File: src/rtl/spi_cts_pkg.sv
package spi_cts_pkg;
  localparam logic [7:0] OPC_READ_BUF = 8'h44;
  localparam logic [7:0] FILL_BYTE    = 8'hFF;

  typedef enum logic [2:0] {
    ST_IDLE, ST_CMD, ST_GAP, ST_POLL_OP, ST_POLL_ST, ST_RESP, ST_FIN
  } eng_state_e;
endpackage

File: src/rtl/spi_byte_xfer.sv
module spi_byte_xfer #(
  parameter int DIV = 4
) (
  input  logic       clk_i,
  input  logic       rst_ni,
  input  logic       go_i,
  input  logic [7:0] byte_i,
  input  logic       miso_i,
  output logic       sclk_o,
  output logic       mosi_o,
  output logic       busy_o,
  output logic       done_o,
  output logic [7:0] rx_o
);
  localparam int HALF = DIV / 2;
  localparam int CW   = (HALF > 1) ? $clog2(HALF) : 1;

  logic [CW-1:0] cnt_q;
  logic [2:0]    bit_q;
  logic          sclk_q, busy_q, done_q;
  logic [7:0]    tx_sh, rx_sh;

  always_ff @(posedge clk_i or negedge rst_ni) begin
    if (!rst_ni) begin
      cnt_q <= '0; bit_q <= '0; sclk_q <= 1'b0; busy_q <= 1'b0;
      done_q <= 1'b0; tx_sh <= '0; rx_sh <= '0;
    end else begin
      done_q <= 1'b0;
      if (!busy_q) begin
        if (go_i) begin
          busy_q <= 1'b1; tx_sh <= byte_i; cnt_q <= '0; bit_q <= '0; sclk_q <= 1'b0;
        end
      end else if (cnt_q == CW'(HALF - 1)) begin
        cnt_q <= '0;
        if (!sclk_q) begin
          sclk_q <= 1'b1;
          rx_sh  <= {rx_sh[6:0], miso_i};
        end else begin
          sclk_q <= 1'b0;
          if (bit_q == 3'd7) begin
            busy_q <= 1'b0;
            done_q <= 1'b1;
          end else begin
            bit_q <= bit_q + 3'd1;
            tx_sh <= {tx_sh[6:0], 1'b0};
          end
        end
      end else begin
        cnt_q <= cnt_q + CW'(1);
      end
    end
  end

  assign sclk_o = sclk_q;
  assign mosi_o = tx_sh[7];
  assign busy_o = busy_q;
  assign done_o = done_q;
  assign rx_o   = rx_sh;

  // data moves only on the falling clock edge inside a byte
  a_r2_mosi_on_fall: assert property (@(posedge clk_i) disable iff (!rst_ni)
    (busy_q && $past(busy_q) && !$fell(sclk_q)) |-> $stable(mosi_o));
endmodule

File: src/rtl/spi_gap_timer.sv
module spi_gap_timer #(
  parameter int GAP_W = 16
) (
  input  logic             clk_i,
  input  logic             rst_ni,
  input  logic             load_i,
  input  logic [GAP_W-1:0] cycles_i,
  output logic             expired_o
);
  logic [GAP_W-1:0] cnt_q;

  always_ff @(posedge clk_i or negedge rst_ni) begin
    if (!rst_ni)              cnt_q <= '0;
    else if (load_i)          cnt_q <= cycles_i;
    else if (cnt_q != '0)     cnt_q <= cnt_q - GAP_W'(1);
  end

  assign expired_o = (cnt_q == '0) && !load_i;
endmodule

File: src/rtl/spi_cts_engine.sv
module spi_cts_engine #(
  parameter int DIV       = 4,
  parameter int MAX_BYTES = 16,
  parameter int GAP_W     = 16,
  parameter int POLL_W    = 8,
  localparam int CNT_W    = $clog2(MAX_BYTES + 1),
  localparam int BUF_W    = MAX_BYTES * 8
) (
  input  logic              clk_i,
  input  logic              rst_ni,
  input  logic              start_i,
  input  logic              no_cts_i,
  input  logic [BUF_W-1:0]  tx_data_i,
  input  logic [CNT_W-1:0]  tx_count_i,
  input  logic [CNT_W-1:0]  rx_count_i,
  input  logic [GAP_W-1:0]  gap_cycles_i,
  input  logic [POLL_W-1:0] max_polls_i,
  output logic              busy_o,
  output logic              done_o,
  output logic              timeout_o,
  output logic [BUF_W-1:0]  rx_data_o,
  output logic              cs_no,
  output logic              sclk_o,
  output logic              mosi_o,
  input  logic              miso_i
);
  import spi_cts_pkg::*;

  eng_state_e        state;
  logic              cs_n_q, busy_q, done_q, to_q, no_cts_q;
  logic              go_q, gap_load;
  logic [7:0]        go_byte;
  logic [CNT_W-1:0]  idx, tx_cnt_q, rx_cnt_q;
  logic [POLL_W-1:0] polls, max_q;
  logic [GAP_W-1:0]  gap_q;
  logic [BUF_W-1:0]  tx_q, rx_q;
  logic              byte_busy, byte_done, gap_done;
  logic [7:0]        byte_rx;

  spi_byte_xfer #(.DIV(DIV)) u_xfer (
    .clk_i, .rst_ni, .go_i(go_q), .byte_i(go_byte), .miso_i,
    .sclk_o, .mosi_o, .busy_o(byte_busy), .done_o(byte_done), .rx_o(byte_rx)
  );

  spi_gap_timer #(.GAP_W(GAP_W)) u_gap (
    .clk_i, .rst_ni, .load_i(gap_load), .cycles_i(gap_q), .expired_o(gap_done)
  );

  always_ff @(posedge clk_i or negedge rst_ni) begin
    if (!rst_ni) begin
      state <= ST_IDLE; cs_n_q <= 1'b1; busy_q <= 1'b0; done_q <= 1'b0;
      to_q <= 1'b0; no_cts_q <= 1'b0; go_q <= 1'b0; gap_load <= 1'b0;
      go_byte <= '0; idx <= '0; tx_cnt_q <= '0; rx_cnt_q <= '0;
      polls <= '0; max_q <= '0; gap_q <= '0; tx_q <= '0; rx_q <= '0;
    end else begin
      go_q <= 1'b0; done_q <= 1'b0; gap_load <= 1'b0;
      unique case (state)
        ST_IDLE: if (start_i) begin
          tx_q <= tx_data_i; tx_cnt_q <= tx_count_i; rx_cnt_q <= rx_count_i;
          gap_q <= gap_cycles_i; max_q <= max_polls_i; no_cts_q <= no_cts_i;
          busy_q <= 1'b1; to_q <= 1'b0; polls <= '0; cs_n_q <= 1'b0;
          go_q <= 1'b1; go_byte <= tx_data_i[7:0]; idx <= CNT_W'(1);
          state <= ST_CMD;
        end
        ST_CMD: if (byte_done) begin
          if (idx == tx_cnt_q) begin
            cs_n_q <= 1'b1;
            if (no_cts_q) state <= ST_FIN;
            else begin gap_load <= 1'b1; state <= ST_GAP; end
          end else begin
            go_q <= 1'b1; go_byte <= tx_q[int'(idx)*8 +: 8]; idx <= idx + CNT_W'(1);
          end
        end
        ST_GAP: if (gap_done) begin
          if (max_q != '0 && polls == max_q) begin
            to_q <= 1'b1; state <= ST_FIN;
          end else begin
            polls <= polls + POLL_W'(1); cs_n_q <= 1'b0;
            go_q <= 1'b1; go_byte <= OPC_READ_BUF; state <= ST_POLL_OP;
          end
        end
        ST_POLL_OP: if (byte_done) begin
          go_q <= 1'b1; go_byte <= FILL_BYTE; state <= ST_POLL_ST;
        end
        ST_POLL_ST: if (byte_done) begin
          if (byte_rx == FILL_BYTE) begin
            if (rx_cnt_q == '0) begin
              cs_n_q <= 1'b1; state <= ST_FIN;
            end else begin
              idx <= '0; go_q <= 1'b1; go_byte <= FILL_BYTE; state <= ST_RESP;
            end
          end else begin
            cs_n_q <= 1'b1; gap_load <= 1'b1; state <= ST_GAP;
          end
        end
        ST_RESP: if (byte_done) begin
          rx_q[int'(idx)*8 +: 8] <= byte_rx;
          if (idx + CNT_W'(1) == rx_cnt_q) begin
            cs_n_q <= 1'b1; state <= ST_FIN;
          end else begin
            idx <= idx + CNT_W'(1); go_q <= 1'b1; go_byte <= FILL_BYTE;
          end
        end
        ST_FIN: begin
          busy_q <= 1'b0; done_q <= 1'b1; state <= ST_IDLE;
        end
        default: state <= ST_IDLE;
      endcase
    end
  end

  assign cs_no     = cs_n_q;
  assign busy_o    = busy_q;
  assign done_o    = done_q;
  assign timeout_o = to_q;
  assign rx_data_o = rx_q;

  a_r2_sclk_low_deselected: assert property (@(posedge clk_i) disable iff (!rst_ni)
    cs_n_q |-> !sclk_o);
  a_r3_cs_stable_in_byte: assert property (@(posedge clk_i) disable iff (!rst_ni)
    byte_busy |-> $stable(cs_n_q));
  a_r8_timeout_then_done: assert property (@(posedge clk_i) disable iff (!rst_ni)
    $rose(to_q) |=> done_q);
  a_r9_done_single: assert property (@(posedge clk_i) disable iff (!rst_ni)
    done_q |=> !done_q);
  a_r9_start_ignored: assert property (@(posedge clk_i) disable iff (!rst_ni)
    (busy_q && start_i && state != ST_FIN) |=> busy_q);
endmodule

File: config.mk
export PLATFORM = sky130hd
export DESIGN_NAME = spi_cts_engine
export DESIGN_NICKNAME = d
export VERILOG_FILES = /design/src/rtl/spi_cts_pkg.sv /design/src/rtl/spi_byte_xfer.sv /design/src/rtl/spi_gap_timer.sv /design/src/rtl/spi_cts_engine.sv
export SDC_FILE = /design/constraint.sdc
export NUM_CORES = 1
export LEC_CHECK = 0
export BUFFER_PORTS_ARGS = -buffer_cell sky130_fd_sc_hd__buf_4
export CORE_MARGIN = 2
export CORE_UTILIZATION = 62
export CTS_BUF_LIST = sky130_fd_sc_hd__clkbuf_8
export CTS_CLUSTER_DIAMETER = 60
export DETAILED_ROUTE_END_ITERATION = 7
export PLACE_DENSITY = 0.92
export SLEW_MARGIN = 30
export SYNTH_ARGS = -nofsm -noshare
export SYNTH_HDL_FRONTEND = slang
export SYNTH_HIERARCHICAL = 1
export SYNTH_SLANG_ARGS = --single-unit
File: constraint.sdc
create_clock -name clk_i -period 9.1 [get_ports clk_i]
set_clock_uncertainty 0.05 [all_clocks]
set_input_delay 0.91 -clock clk_i [delete_from_list [all_inputs] [get_ports clk_i]]
set_output_delay 0.91 -clock clk_i [all_outputs]
set_load 0.005 [all_outputs]
Word level (Yosys, flattened, before mapping)
Cells that the tools add are included.
- reduce and logical (&&, ||, !) cells: 27
- multiplexer cells: 101
- equality and inequality tests: 29
- bitwise gates (word level): 1
- add/sub/neg operators: 6
- shift-type cells: 3
- operators by type and width (kind ; count):
    8-bit 2-to-1 mux ; 19
    128-bit bitwise mux ; 1
    8-bit by 33-bit variable shift with 128-bit output, first input constant ; 1
    128-bit by 9-bit variable part select with 8-bit output ; 1
    8-bit by 33-bit variable part select with 128-bit output ; 1
    3-bit 2-to-1 mux ; 16
    8-bit one-hot mux with 6 select lines ; 1
    1-bit 2-to-1 mux ; 45
    5-bit 2-to-1 mux ; 8
    8-bit negation with 33-bit output ; 1
    16-bit 2-to-1 mux ; 2
    2-bit inequality test, second input constant ; 11
    5-bit one-hot mux with 4 select lines ; 1
    3-bit one-hot mux with 6 select lines ; 1
    16-bit zero test ; 1
    8-bit one-hot mux with 2 select lines ; 1
    16-bit nonzero test ; 1
    16-bit by 1-bit subtractor with 16-bit output, second input constant ; 1
    3-bit equality test, second input constant ; 4
    2-bit by 1-bit inequality test with 1-bit output, second input constant ; 6
    12-bit AND reduction ; 1
    4-bit AND reduction ; 3
    5-bit equality test ; 2
    10-bit AND reduction ; 1
    27 further kinds ; 37
- input port bits: 167
- output and inout bits: 134
- word-level logic and storage cells: 192
- bits in registers: 360

Logic depth before layout (Yosys ltp)
Gate-level depths: netlist of run 1.
- depth in word-level cells: 5
- gate-level depth with buffers: 12
- gate-level depth less buffers: 11

Cells and area by module
The synthesis of run 1 kept the hierarchy.
- by module, submodules not included (module ; seq. area each (um^2) ; times used ; area an instance (um^2) ; cells each):
    spi_cts_engine ; 8034.0 ; 1 ; 14660.3 ; 1526
    spi_byte_xfer ; 575.6 ; 1 ; 1039.7 ; 71
    spi_gap_timer ; 400.4 ; 1 ; 954.7 ; 107

Worst setup path after synthesis of run 1
OpenSTA, ideal clock, no wires.
- path type: reg-to-reg
- start point: reg u_gap.cnt_q[11]
- end point: reg polls[7]
- setup slack: 6.160 ns
- arrival: 2.811 ns
- setup time: 0.078 ns
- stages on the path, launching flop included: 10
- path buffers: 0
- data required time: 8.972 ns
- cell sequence: dfrtp_1 > or4_4 > or3_4 > or3_4 > nor2_8 > mux2i_1 > nor4_1 > o21ai_0 > or3_1 > a21oi_1
- word-level cells in the longest chain between the ends: 4
- ends and longest elaborated chain (item ; line ; text):
    from (decl) ; spi_gap_timer.sv:10 ; logic [GAP_W-1:0] cnt_q;
    from (signal assigned) ; spi_gap_timer.sv:14 ; else if (load_i) cnt_q <= cycles_i;
    from (signal assigned) ; spi_gap_timer.sv:15 ; else if (cnt_q != '0) cnt_q <= cnt_q - GAP_W'(1);
    16-bit zero test ; spi_gap_timer.sv:18 ; assign expired_o = (cnt_q == '0) && !load_i;
    1-bit logical AND ; spi_gap_timer.sv:18 ;
    via gap_done ; spi_cts_engine.sv:37 ; logic byte_busy, byte_done, gap_done;
    2-bit inequality test (no line) ; - ;
    4-bit AND reduction (no line) ; - ;
    to (signal assigned) ; spi_cts_engine.sv:54 ; polls <= '0; max_q <= '0; gap_q <= '0; tx_q <= '0; rx_q <= '0;
    to (signal assigned) ; spi_cts_engine.sv:61 ; busy_q <= 1'b1; to_q <= 1'b0; polls <= '0; cs_n_q <= 1'b0;
    to (signal assigned) ; spi_cts_engine.sv:78 ; polls <= polls + POLL_W'(1); cs_n_q <= 1'b0;
    to (decl) ; spi_cts_engine.sv:34 ; logic [POLL_W-1:0] polls, max_q;
The timed path passes the listed nets, and every way through them passes these cells.
A chain may end at the register's enable or synchronous reset.

Worst setup path in the final report of run 1
Same ends and word-level chain as after synthesis.

==> results of run 1 <==
registers in the layout, summed over array words and instances (netlist names), 3 cells and up:
signal        count
tx_cnt_q          5
gap_q            16
idx               5
polls             8
max_q             8
u_xfer/rx_o       8
rx_data_o       128
tx_q            128
state             3
u_xfer/bit_q      3
go_byte           8
rx_cnt_q          5
u_gap/cnt_q      16
u_xfer/tx_sh      8
cell families (layout without fill, tap and decap cells):
kind of cell / Yosys count / count (layout) / synth area share (%)
simple gates: 839 / 839 / 21.6
flops: 360 / 360 / 54.1
compound gates: 204 / 204 / 7.90
mux: 151 / 151 / 10.8
buf+inv: 105 / 422 / 2.97
xor+xnor: 35 / 35 / 1.89
fa+ha+maj: 10 / 10 / 0.751
worst max path at each step:
| stage | from | endpoint | slack [ns] | depth (start not counted) |
|---|---|---|---|---|
| floorplan | u_gap/cnt_q[11] | polls[7] | 6.16 | 9 |
| global placement | idx[1] | rx_data_o[36] | 5.68 | 9 |
| detailed placement | idx[1] | rx_data_o[65] | 5.48 | 8 |
| CTS | idx[1] | rx_data_o[65] | 5.45 | 8 |
| global route | idx[1] | rx_data_o[65] | 5.49 | 8 |
| finish | u_gap/cnt_q[11] | polls[7] | 5.66 | 9 |
routing by layer:
| metal | track usage, % | wire [µm] |
|---|---|---|
| met2 | 54.7 | 22300 |
| met4 | 12.9 | 1730 |
| met3 | 6.09 | 4000 |
| met5 | 0 | 0 |
| met1 | 40.6 | 17200 |
cell usage in the layout (no fill, tap or decap), types with 26 or more instances in the layout:
master	instances
a21oi_1	29
nand2_1	648
dfrtp_1	357
and2_1	26
clkbuf_8	70
buf_4	300
o21ai_0	83
mux2i_1	48
inv_1	35
mux2_2	70
nor2_1	48
where the power goes:
| part | internal (mW) | leakage [nW] | switching, mW | total [mW] |
|---|---|---|---|---|
| Combinational | 0.737 | 5.37 | 0.999 | 1.74 |
| Clock | 0.688 | 0.636 | 0.621 | 1.31 |
| Sequential | 2.07 | 4.67 | 0.463 | 2.53 |
final cells by class:
class,instances,area (µm²)
clock buffers,70,963
clock inverters,28,119
fillers,1683,6100
inverters,18,67.6
multi-input cells,1239,7170
flip-flops and latches,360,9010
well taps,335,419
repair buffers,306,2350
stage by stage:
stage	setup WS, ns	cells	total power, mW	util (%)
6_report	5.66	2356	5.57	76.7
5_1_grt	5.49	2356	5.90	76.7
4_1_cts	5.45	2355	5.56	76.6
3_5_place_dp	5.48	2257	4.24	72.4
3_3_place_gp	5.68	2257	4.12	72.4
2_1_floorplan	6.16	1704	3.67	-
==> qor.csv, run 1 <==
metric,value,unit
outcome,completed,
grt_pass1_wl,72100,µm
post_dp_cell_area,0.0190,mm²
tritoncts,yes,
crit_slowest_cell,or4_4,
hold_buffers,0,
critPathArrivalTime,3.88,ns
cap_viol_max_count,0,
die_h,168,µm
die_x,168,µm
rows,59,
seq_area_frac_synth,54.1,%
insertion_delay,0.59,ns
area_growth,20.7,%
grt_pass1_vias,13983,
fin_crit_sh,37.8,%
nNetsFinal,2158,
rsz0062_at_grt,no,
synth_most_common_cell,nand2_1,
cts.sinks,360,
antenna_found_initial,0,
dieArea,0.0282,mm²
path_common_cell,or3_4,
reg2reg_slack,5.66,ns
synth_edf_count,0,
drc,0,
crit_family,simple AND/OR/NAND/NOR gates,
path_clk_slew,0.07,ns
crit_fanout,11,
synth_largest_area_cell,dfrtp_1,
critPathMaxStageDelay,0.57,ns
slew-limit-headroom,34.3,%
synth.ff_latch_count,360,
cts_resized,0,
cp_cell_sequence,or4_4 > or3_4 > or3_4 > nor2_8 > mux2i_1 > nor4_1 > o21ai_0 > or3_1 > a21oi_1,
fmax,0.291,GHz
antenna_left,0,
yosys_warnings,6,
yosys.area.top_type_share,53.9,%
cp-end-kind,flip-flop,
coreArea,0.0262,mm²
drt-initial-drc-count,1486,
ys.flop_type,dfrtp_1,
vias_per_cell,5.87,
vias,13832,
reg2reg_depth,9,
critical_path_class,reg2reg,
syn-num-nets,1881,
grt_max_degree,158,
final_area,0.0201,mm²
cellPowerDensity,277,mW/mm²
ys_top_cells_by_area,"dfrtp_1, nand2_1, mux2_2",
synth.cell_area,0.0167,mm²
p_leak,10.7,nW
io_buffers,300,
clockBufferDepth,3,
yosys-top-cells-count,"nand2_1, dfrtp_1, o21ai_0",
r2r_end,polls[7],
crit_required,9.54,ns
htreeDepth,2,
postCtsSetupRepairBufs,0,
track_usage,32.0,%
ys_types,81,
ir_worst_vdd,0.000185,V
setup_viol,0,
drtPass1Iterations,6,
grt_overflow_total,0,
worst_slew_pin_slew,0.986,ns
hold_path.class,in2async,
cp_num_buf_inv,0,
gp_congestion,0.899,
antenna_cells,0,
fin_hold_ws,0.126,ns
async_flop_share,100,%
final.setup.tns,0,ns
start_kind,flip-flop,
synthCells,1704,
drive_above_1_share,25.5,%
routed_wl,45200,µm
slew_violations,0,
avgRoutedWirePerCell,19.2,µm
dpl.hpwl,31700,µm
pin_count,301,
start_util,63.6,%
timing.rr.start,u_gap/cnt_q[11],
cts_root_buffer,clkbuf_8,
cts_made_buffers,56,
finalCriticalPeriod,3.44,ns
avgSynthCellArea,9.77,µm²
hold_viol_final,0,
No activity file was read; power rests on OpenSTA's default activity.
==> run 2, diff against run 1 <==
- CORE_UTILIZATION: 62 -> 52
- PLACE_DENSITY: 0.92 -> 0.83
- clock period: 9.1 -> 3.05 ns (I/O delays scaled with it)
==> qor.csv, run 2 (synthesized netlist as in run 1, its figures left out) <==
metric,value,unit,change
outcome,completed,,
total_power,17.7,mW,+220%
critPathMaxStageDelay,0.56,ns,about the same
cp_num_buf_inv,1,,+1
pin_count,301,,unchanged
drive_above_1_share,25.4,%,-0.16 points
grt_pass1_vias,15298,,+9.4%
cp_num_cells,10,,+1
cellPowerDensity,792,mW/mm²,+190%
dpl.hpwl,32400,µm,+2.1%
dieArea,0.0335,mm²,+19%
crit_fanout,5,,-6
grt_overflow_total,0,,unchanged
finalCriticalPeriod,2.99,ns,-0.446 ns
cap_viol_max_count,0,,unchanged
hold_path.class,in2reg,,
cp_cell_sequence,or4_4 > or3_4 > or3_4 > nor2_8 > mux2i_1 > buf_4 > a21oi_1 > o22ai_2 > a211o_1 > a21oi_1,,
cts.sinks,360,,unchanged
coreArea,0.0316,mm²,+20%
die_h,183,µm,+9.0%
fin_crit_sh,98.1,%,+60 points
setup_viol,0,,unchanged
final_common_cell,nand2_1,,
antenna_found_initial,2,,+2
critPathArrivalTime,3.46,ns,-0.42 ns
hold_depth,3,,
crit_required,3.51,ns,-6.03 ns
crit_family,simple AND/OR/NAND/NOR gates,,
tritoncts,yes,,
final_cells,2639,,+12%
rows,65,,+10%
final_area,0.0224,mm²,+11%
post_dp_cell_area,0.0195,mm²,+2.5%
start_kind,flip-flop,,
placed_cells,2363,,+4.7%
worst_slew_pin_slew,0.858,ns,-0.128 ns
drtPass1Iterations,6,,unchanged
path_clk_slew,0.07,ns,about the same
crit_slowest_cell,or4_4,,
reg2reg_depth,10,,+1
slew-limit-headroom,42.8,%,+8.5 points
clockBufferDepth,3,,unchanged
grt_pass1_wl,81800,µm,+14%
die_x,183,µm,+9.0%
slew_violations,0,,unchanged
cts_root_buffer,clkbuf_8,,
vias,14881,,+7.6%
insertion_delay,0.60,ns,about the same
cp-end-kind,flip-flop,,
utilization,71.0,%,-5.7 points
nNetsFinal,2364,,+9.5%
drt-initial-drc-count,1453,,-2.2%
area_growth,34.5,%,
p_leak,11.7,nW,+9.3%
drc,0,,unchanged
io_buffers,300,,unchanged
fin_hold_ws,0.104,ns,-0.0224 ns
final.setup.tns,0,ns,unchanged
gp_congestion,0.895,,-0.42%
start_util,52.8,%,-11 points
track_usage,31.0,%,-1.0 points
cts_made_buffers,57,,+1.8%
htreeDepth,2,,unchanged
fmax,0.334,GHz,+15%
critical_path_class,reg2reg,,
routed_wl,52200,µm,+16%
dp_slack,0.0770,ns,-5.41 ns
ir_worst_vdd,0.000441,V,+140%
antenna_left,0,,unchanged
vias_per_cell,5.64,,-4.0%
hold_viol_final,0,,unchanged
avgRoutedWirePerCell,19.8,µm,+3.1%
worst_slack,0.0571,ns,-5.60 ns
grt_max_degree,108,,-32%
final_cell_mix,"nand2_1, dfrtp_1, buf_4",,
-- run 2: routing by layer --
metal	GRT usage, %	wire length, µm	up-vias
li1	-	-	6667
met1	37.6	19500	7147
met2	53.2	25800	879
met3	6.49	4580	188
met4	14.5	2380	0
met5	0	0	-
-- run 2: path summary, 6_finish.rpt --
| kind | from | endpoint | slack, ns |
|---|---|---|---|
| min reg2reg | tx_q[55] | tx_q[55] | 0.42 |
| max in group asynchronous | rst_ni | busy_o | 1.77 |
| min in group asynchronous | rst_ni | rx_data_o[80] | 0.32 |
| max | u_gap/cnt_q[11] | state[2] | 0.06 |
| min | start_i | timeout_o | 0.10 |
| max reg2reg | u_gap/cnt_q[11] | state[2] | 0.06 |
-- run 2: power by group --
group,switching (mW),internal (mW)
Combinational,3.55,2.57
Clock,1.94,2.41
Sequential,1.07,6.17
-- run 2: timing repair --
action,CTS,global route
resized for setup,0,2
hold endpoints to repair,260,0
endpoints found under the setup margin,0,3
hold buffers,165,0
setup buffers,0,2
-- run 2: area by class of cell --
cell class	count	area, µm²
antenna	2	5.00
clock buffer	80	1100
clock inverter	27	149
fill	2093	9160
inverter	18	67.6
multi-input combinational	1239	7170
sequential	360	9010
tap	402	503
timing repair buffer	511	4380
-- run 2: worst reg2reg max path, delay by kind of cell, from the launching register on --
kind | cells | cell delay [ns]
flip-flops | 1 | 0.40
multiplexers | 1 | 0.10
AO/OA/AOI/OAI | 4 | 0.78
buffers and inverters | 1 | 0.15
AND/OR/NAND/NOR | 4 | 1.45
